**src/rtl/score_pkg.sv**
```systemverilog
package score_pkg;

    localparam int unsigned BCD_W = 4;
    localparam int unsigned SEG_W = 7;

    typedef logic [BCD_W-1:0] bcd_t;
    typedef logic [SEG_W-1:0] seg_t;

    typedef enum logic {
        MODE_CLEAR = 1'b0,
        MODE_COUNT = 1'b1
    } mode_e;

endpackage

```
**src/rtl/bcd_digit_step.sv**
```systemverilog
module bcd_digit_step
    import score_pkg::*;
#(
    parameter int unsigned RADIX = 10
) (
    input  bcd_t cur_i,
    input  logic en_i,
    input  logic up_i,
    input  logic down_i,
    output bcd_t nxt_o,
    output logic chain_o
);
    localparam bcd_t TOP_V = BCD_W'(RADIX - 1);

    always_comb begin
        nxt_o   = cur_i;
        chain_o = 1'b0;
        if (en_i) begin
            if (up_i) begin
                if (cur_i == TOP_V) begin
                    nxt_o   = '0;
                    chain_o = 1'b1;
                end else begin
                    nxt_o = cur_i + 1'b1;
                end
            end else if (down_i) begin
                if (cur_i == '0) begin
                    nxt_o   = TOP_V;
                    chain_o = 1'b1;
                end else begin
                    nxt_o = cur_i - 1'b1;
                end
            end
        end
    end

endmodule

```
**src/rtl/clear_guard.sv**
```systemverilog
module clear_guard #(
    parameter int unsigned HOLD_CYCLES = 5
) (
    input  logic clk,
    input  logic arst_n,
    input  logic active_i,
    input  logic rst_i,
    output logic fire_o
);
    localparam int unsigned HOLD_W = (HOLD_CYCLES > 2) ? $clog2(HOLD_CYCLES) : 1;
    localparam logic [HOLD_W-1:0] LAST_V = HOLD_W'(HOLD_CYCLES - 1);

    logic [HOLD_W-1:0] hold_d, hold_q;

    always_comb begin
        fire_o = 1'b0;
        hold_d = '0;
        if (active_i && rst_i) begin
            if (hold_q == LAST_V) begin
                fire_o = 1'b1;
            end else begin
                hold_d = hold_q + 1'b1;
            end
        end
    end

    always_ff @(posedge clk or negedge arst_n) begin
        if (!arst_n) begin
            hold_q <= '0;
        end else begin
            hold_q <= hold_d;
        end
    end

    // a low request edge always restarts qualification
    assert_hold_restart_R8: assert property (@(posedge clk) disable iff (!arst_n)
        !rst_i |=> hold_q == '0);

    // each qualifying edge advances the hold count by exactly one
    assert_hold_advance_R8: assert property (@(posedge clk) disable iff (!arst_n)
        (active_i && rst_i && hold_q != LAST_V) |=> hold_q == $past(hold_q) + 1'b1);

    // the hold count never passes its final value
    assert_hold_bound_R7: assert property (@(posedge clk) disable iff (!arst_n)
        hold_q <= LAST_V);

endmodule

```
**src/rtl/seg7_decoder.sv**
```systemverilog
module seg7_decoder
    import score_pkg::*;
(
    input  bcd_t digit_i,
    output seg_t seg_o
);
    always_comb begin
        unique case (digit_i)
            4'd0:    seg_o = 7'h3F;
            4'd1:    seg_o = 7'h06;
            4'd2:    seg_o = 7'h5B;
            4'd3:    seg_o = 7'h4F;
            4'd4:    seg_o = 7'h66;
            4'd5:    seg_o = 7'h6D;
            4'd6:    seg_o = 7'h7D;
            4'd7:    seg_o = 7'h07;
            4'd8:    seg_o = 7'h7F;
            4'd9:    seg_o = 7'h6F;
            default: seg_o = 7'h00;
        endcase
    end

endmodule

```
**src/rtl/bcd_score_counter.sv**
```systemverilog
module bcd_score_counter
    import score_pkg::*;
#(
    parameter int unsigned HOLD_CYCLES = 5,
    parameter int unsigned RADIX       = 10
) (
    input  logic       clk,
    input  logic       arst_n,
    input  logic       inc,
    input  logic       dec,
    input  logic       rst,
    output logic [3:0] tens_bcd,
    output logic [3:0] units_bcd,
    output logic [6:0] tens_seg,
    output logic [6:0] units_seg
);
    localparam int unsigned NUM_DIGITS = 2;
    localparam bcd_t        TOP_V      = BCD_W'(RADIX - 1);

    typedef struct packed {
        mode_e                  mode;
        bcd_t [NUM_DIGITS-1:0]  digit;
    } core_t;

    core_t core_d, core_q;

    logic                  counting;
    logic                  step_en;
    logic                  clear_fire;
    logic [NUM_DIGITS:0]   chain;
    bcd_t [NUM_DIGITS-1:0] stepped;
    seg_t [NUM_DIGITS-1:0] segs;

    assign counting = (core_q.mode == MODE_COUNT);
    assign step_en  = counting && !rst && (inc ^ dec);
    assign chain[0] = step_en;

    clear_guard #(
        .HOLD_CYCLES(HOLD_CYCLES)
    ) u_guard (
        .clk     (clk),
        .arst_n  (arst_n),
        .active_i(counting),
        .rst_i   (rst),
        .fire_o  (clear_fire)
    );

    for (genvar g = 0; g < NUM_DIGITS; g++) begin : g_digit
        bcd_digit_step #(
            .RADIX(RADIX)
        ) u_step (
            .cur_i  (core_q.digit[g]),
            .en_i   (chain[g]),
            .up_i   (inc),
            .down_i (dec),
            .nxt_o  (stepped[g]),
            .chain_o(chain[g+1])
        );

        seg7_decoder u_dec (
            .digit_i(core_q.digit[g]),
            .seg_o  (segs[g])
        );
    end

    always_comb begin
        core_d = core_q;
        unique case (core_q.mode)
            MODE_CLEAR: begin
                core_d.digit = '0;
                core_d.mode  = MODE_COUNT;
            end
            MODE_COUNT: begin
                if (clear_fire) begin
                    core_d.mode = MODE_CLEAR;
                end else if (!rst) begin
                    core_d.digit = stepped;
                end
            end
            default: core_d.mode = MODE_CLEAR;
        endcase
    end

    always_ff @(posedge clk or negedge arst_n) begin
        if (!arst_n) begin
            core_q.mode  <= MODE_CLEAR;
            core_q.digit <= '0;
        end else begin
            core_q <= core_d;
        end
    end

    assign units_bcd = core_q.digit[0];
    assign tens_bcd  = core_q.digit[1];
    assign units_seg = segs[0];
    assign tens_seg  = segs[1];

    // both digits stay inside the decimal range
    assert_digit_range_R3: assert property (@(posedge clk) disable iff (!arst_n)
        (units_bcd <= TOP_V) && (tens_bcd <= TOP_V));

    // a plain up step below 9 moves units by one and leaves tens alone
    assert_inc_step_R3: assert property (@(posedge clk) disable iff (!arst_n)
        (counting && !rst && inc && !dec && units_bcd != TOP_V)
        |=> (units_bcd == $past(units_bcd) + 1'b1) && $stable(tens_bcd));

    // a borrow from units decrements tens
    assert_dec_borrow_R4: assert property (@(posedge clk) disable iff (!arst_n)
        (counting && !rst && dec && !inc && units_bcd == '0 && tens_bcd != '0)
        |=> (units_bcd == TOP_V) && (tens_bcd == $past(tens_bcd) - 1'b1));

    // equal buttons leave the score untouched
    assert_idle_hold_R5: assert property (@(posedge clk) disable iff (!arst_n)
        (counting && !rst && inc == dec) |=> $stable(core_q.digit));

    // carry out of the tens digit lands on 00
    assert_wrap_up_R6: assert property (@(posedge clk) disable iff (!arst_n)
        (counting && !rst && inc && !dec && chain[NUM_DIGITS])
        |=> (units_bcd == '0) && (tens_bcd == '0));

    // stepping down from 00 lands on 99
    assert_wrap_down_R6: assert property (@(posedge clk) disable iff (!arst_n)
        (counting && !rst && dec && !inc && units_bcd == '0 && tens_bcd == '0)
        |=> (units_bcd == TOP_V) && (tens_bcd == TOP_V));

    // clear mode always zeroes the score and hands back to counting
    assert_clear_zero_R7: assert property (@(posedge clk) disable iff (!arst_n)
        (core_q.mode == MODE_CLEAR)
        |=> (units_bcd == '0) && (tens_bcd == '0) && (core_q.mode == MODE_COUNT));

    // a pending clear request freezes the score
    assert_rst_freeze_R9: assert property (@(posedge clk) disable iff (!arst_n)
        (counting && rst) |=> $stable(core_q.digit));

endmodule

```
**config.mk**
```make
export PLATFORM = sky130hd
export DESIGN_NAME = bcd_score_counter
export DESIGN_NICKNAME = d
export VERILOG_FILES = /design/src/rtl/score_pkg.sv /design/src/rtl/bcd_digit_step.sv /design/src/rtl/clear_guard.sv /design/src/rtl/seg7_decoder.sv /design/src/rtl/bcd_score_counter.sv
export SDC_FILE = /design/constraint.sdc
export NUM_CORES = 1
export LEC_CHECK = 0
export BUFFER_PORTS_ARGS = -buffer_cell sky130_fd_sc_hd__buf_2
export CAP_MARGIN = 15
export CORE_UTILIZATION = 50
export DETAILED_ROUTE_END_ITERATION = 6
export PLACE_DENSITY_LB_ADDON = 0.08
export SLEW_MARGIN = 30
export SYNTH_ARGS = -nofsm -noshare
export SYNTH_HDL_FRONTEND = slang
export SYNTH_SLANG_ARGS = --single-unit
```
**constraint.sdc**
```tcl
create_clock -name clk -period 3 [get_ports clk]
set_input_delay 0.6 -clock clk [delete_from_list [all_inputs] [get_ports clk]]
set_output_delay 0.6 -clock clk [all_outputs]
set_load 0.1 [all_outputs]
```
==> key figures <==
Run status
  – Status: completed

Routing
  – Vias: 1181
  – Final wirelength: 2774 um
  – Post-detailed-route count of antenna-violating nets: 0
  – Vias per inst: roughly 5.8
  – TritonRoute pass-1 iters: 5
  – Routed WL per cell: roughly 14 um
  – DR DRC count: 0
  – DRT iter0 DRCs: 34

Floorplan
  – I/O pin cnt: 27
  – Die Area: ~2600 um^2
  – # rows: 17
  – Die Span X: 51.40 um
  – Core Box Area: 2255 um^2
  – Starting Density: 0.5411
  – DIE HEIGHT: a little over 50 um

Finish
  – Filler instances: 207
  – Antenna Cells: 0
  – FF+latch area: a little over 300 um^2
  – Area of the multi-input gates: between 900 and 1000 um^2
  – Layout cells sized above 1: 0.2931
  – Layout area overhead: 22.67%
  – Post-layout net count: 198

STA
  – Fin Clk Skew: 14.98 ps
  – Relative slew margins: 0.5994
  – Worst-Margin Slew: 592.8 ps
  – Worst setup margin: 317.2 ps
  – Setup-failing EPs final: 0
  – Slew Viols, Final: 0
  – Final Critical Period: 2683 ps
  – RSZ-0062 raised after global routing: false
  – Final Hold Viols: 0
  – Tcrit/Tclk final: 0.8943
  – Sum Neg Setup Slack: 0 ps
  – Max frequency: between 300 and 400 MHz

Yosys
  – Syn nets: 172
  – Synthesized cell area: 1220 um^2
  – Yosys top cell by area: dfrtp_1
  – Commonest cells post-synth: 18 x ha_1, 17 x o21ai_0, 14 x a21oi_1, 14 x inv_1, 14 x nor2_1
  – Seq cells post-synth: 12
  – Post-Synthesis Cells: 149
  – Post-Syn Area per Cell: 8.187 um^2
  – Prevailing post-synth register cell: dfrtp_1
  – Register area share after synthesis: 0.2462
  – Synth cell types: 41
  – Top-count cell post-synth: ha_1
  – Top-area cell type share of the netlist area: 0.2462
  – EDFF count, synth: 0
  – Async SR Flop Fraction: 1.000
  – Synth warn: 0
  – Area contributors post-synth: dfrtp_1 25%, ha_1 18%, o21ai_0 7.0%

Setup path
  – CP arrival: 2080 ps
  – Worst path bufs/invs: 1
  – Family with the most delay on the worst path: flip-flops
  – Max incr delay on CP: 670 ps
  – Cell Chain, Critical Path: or3b_2 -> o21ai_2 -> buf_2
  – Crit path kind: reg2out
  – Crit end category: primary output
  – WP data required: around 2400 ps
  – Worst setup SP type: register
  – CP max stage cell: dfrtp_1
  – Crit-path max FO: 13

Clock network
  – CTS Sinks: 12
  – Post-CTS Setup Inserts: 0
  – Post-CTS Hold Buffers: 0
  – Num CTS Buffers: 3
  – Root buffer cell: clkbuf_4
  – Clk_lat worst skew: 280 ps
  – CTS tree: built
  – Clock buffer depth: 2
  – Clk slew on worst S/H paths: ~80 ps
  – CTS H-tree lvls: 1
  – CTS-repair resized insts: 0

Place
  – Dpl hpwl: 2096 um
  – PortBufs: 26
  – GP Congestion: about 0.81
  – Pre-CTS WS: 639.2 ps

GRT
  – Grt ovf: 0
  – Total Routing Usage GR: 0.2354
  – Largest net degree at the start of global routing: 16
  – Antenna violations before repair: 0
  – Vias in the first global route: between 1000 and 1500
  – First-pass GRT wire length: 4726 um

Flow run
  – Max-cap violations: 0

Worst hold path
  – Min-Delay Path Class: in2async
==> cell type report <==
cell class              instances  area share
inverters                      14     0.03512
clock buffers                   4     0.02425
repair buffers                 27     0.09197
flip-flops and latches         12      0.2023
multi-input cells             117      0.6229
well taps                      28     0.02341
==> state kept, by name, summed over array words and instances, names as in the netlist <==
signal	count
u_guard.hold_q	3
counting	1
tens_bcd	4
units_bcd	4
==> worst reg2reg max path: stages, from the launching register on <==
cell     delay [ps]
dfrtp_1         490
inv_1           190
ha_1            290
or4b_4          530
o211a_1         250
o31ai_1         270
o31ai_1         110
==> path summary, 6_finish.rpt <==
| check | startpoint | end | slack (ps) | cells after the start |
|---|---|---|---|---|
| max in group asynchronous | arst_n | u_guard.hold_q[2] | 2580 | 1 |
| hold reg to reg | u_guard.hold_q[0] | u_guard.hold_q[0] | 490 | 1 |
| hold / removal | arst_n | u_guard.hold_q[0] | 180 | 1 |
| min in group clk | u_guard.hold_q[0] | u_guard.hold_q[0] | 490 | 1 |
| setup reg to reg | units_bcd[1] | tens_bcd[0] | 760 | 6 |
| setup / recovery | units_bcd[3] | units_seg[0] | 320 | 3 |
==> through the flow <==
stage	area [um^2]	hold slack [ps]	utilization	instances
2_1_floorplan	1339	304.4	-	149
3_3_place_gp	1460	462.3	0.6476	198
3_5_place_dp	1460	466.6	0.6476	198
4_1_cts	1496	179.3	0.6637	202
5_1_grt	1496	189.2	0.6637	202
6_report	1496	178.4	0.6637	202
==> logic make-up after synthesis <==
logic type | share of synthesized area
compound gates | 0.2687
simple gates | 0.1928
buf+inv | 0.08513
mux | 0.008205
xor+xnor | 0.01436
fa+ha+maj | 0.1846
flops | 0.2462
==> metal layers <==
| metal | share of wire | track usage | up-vias |
|---|---|---|---|
| met2 | 0.50 | 0.4026 | 35 |
| li1 | - | - | 583 |
| met4 | 0.0094 | 0.06757 | 0 |
| met1 | 0.45 | 0.2941 | 559 |
| met5 | 0 | 0 | - |
| met3 | 0.043 | 0.05060 | 4 |
==> cells in the final DEF (no fill, tap or decap), types with 2 or more instances in the layout <==
cell type | netlist | routed
clkbuf_4 | 0 | 3
o31ai_1 | 3 | 3
or3b_2 | 3 | 3
inv_1 | 14 | 14
nor2_1 | 14 | 14
o21ai_0 | 17 | 9
ha_1 | 18 | 18
nand3_1 | 2 | 2
buf_2 | 0 | 26
a32o_1 | 2 | 2
o211a_1 | 2 | 2
nand2_1 | 12 | 12
a211oi_1 | 2 | 2
a21oi_1 | 14 | 11
a21oi_4 | 0 | 3
o21ai_2 | 0 | 3
o21ai_4 | 0 | 5
dfrtp_1 | 12 | 10
a31oi_1 | 4 | 3
nor3b_1 | 2 | 2
dfrtp_2 | 0 | 2
Power is left out: the tool's default activity adds up to more than one toggle a clock period on the data nets, which glitch-free logic cannot reach.
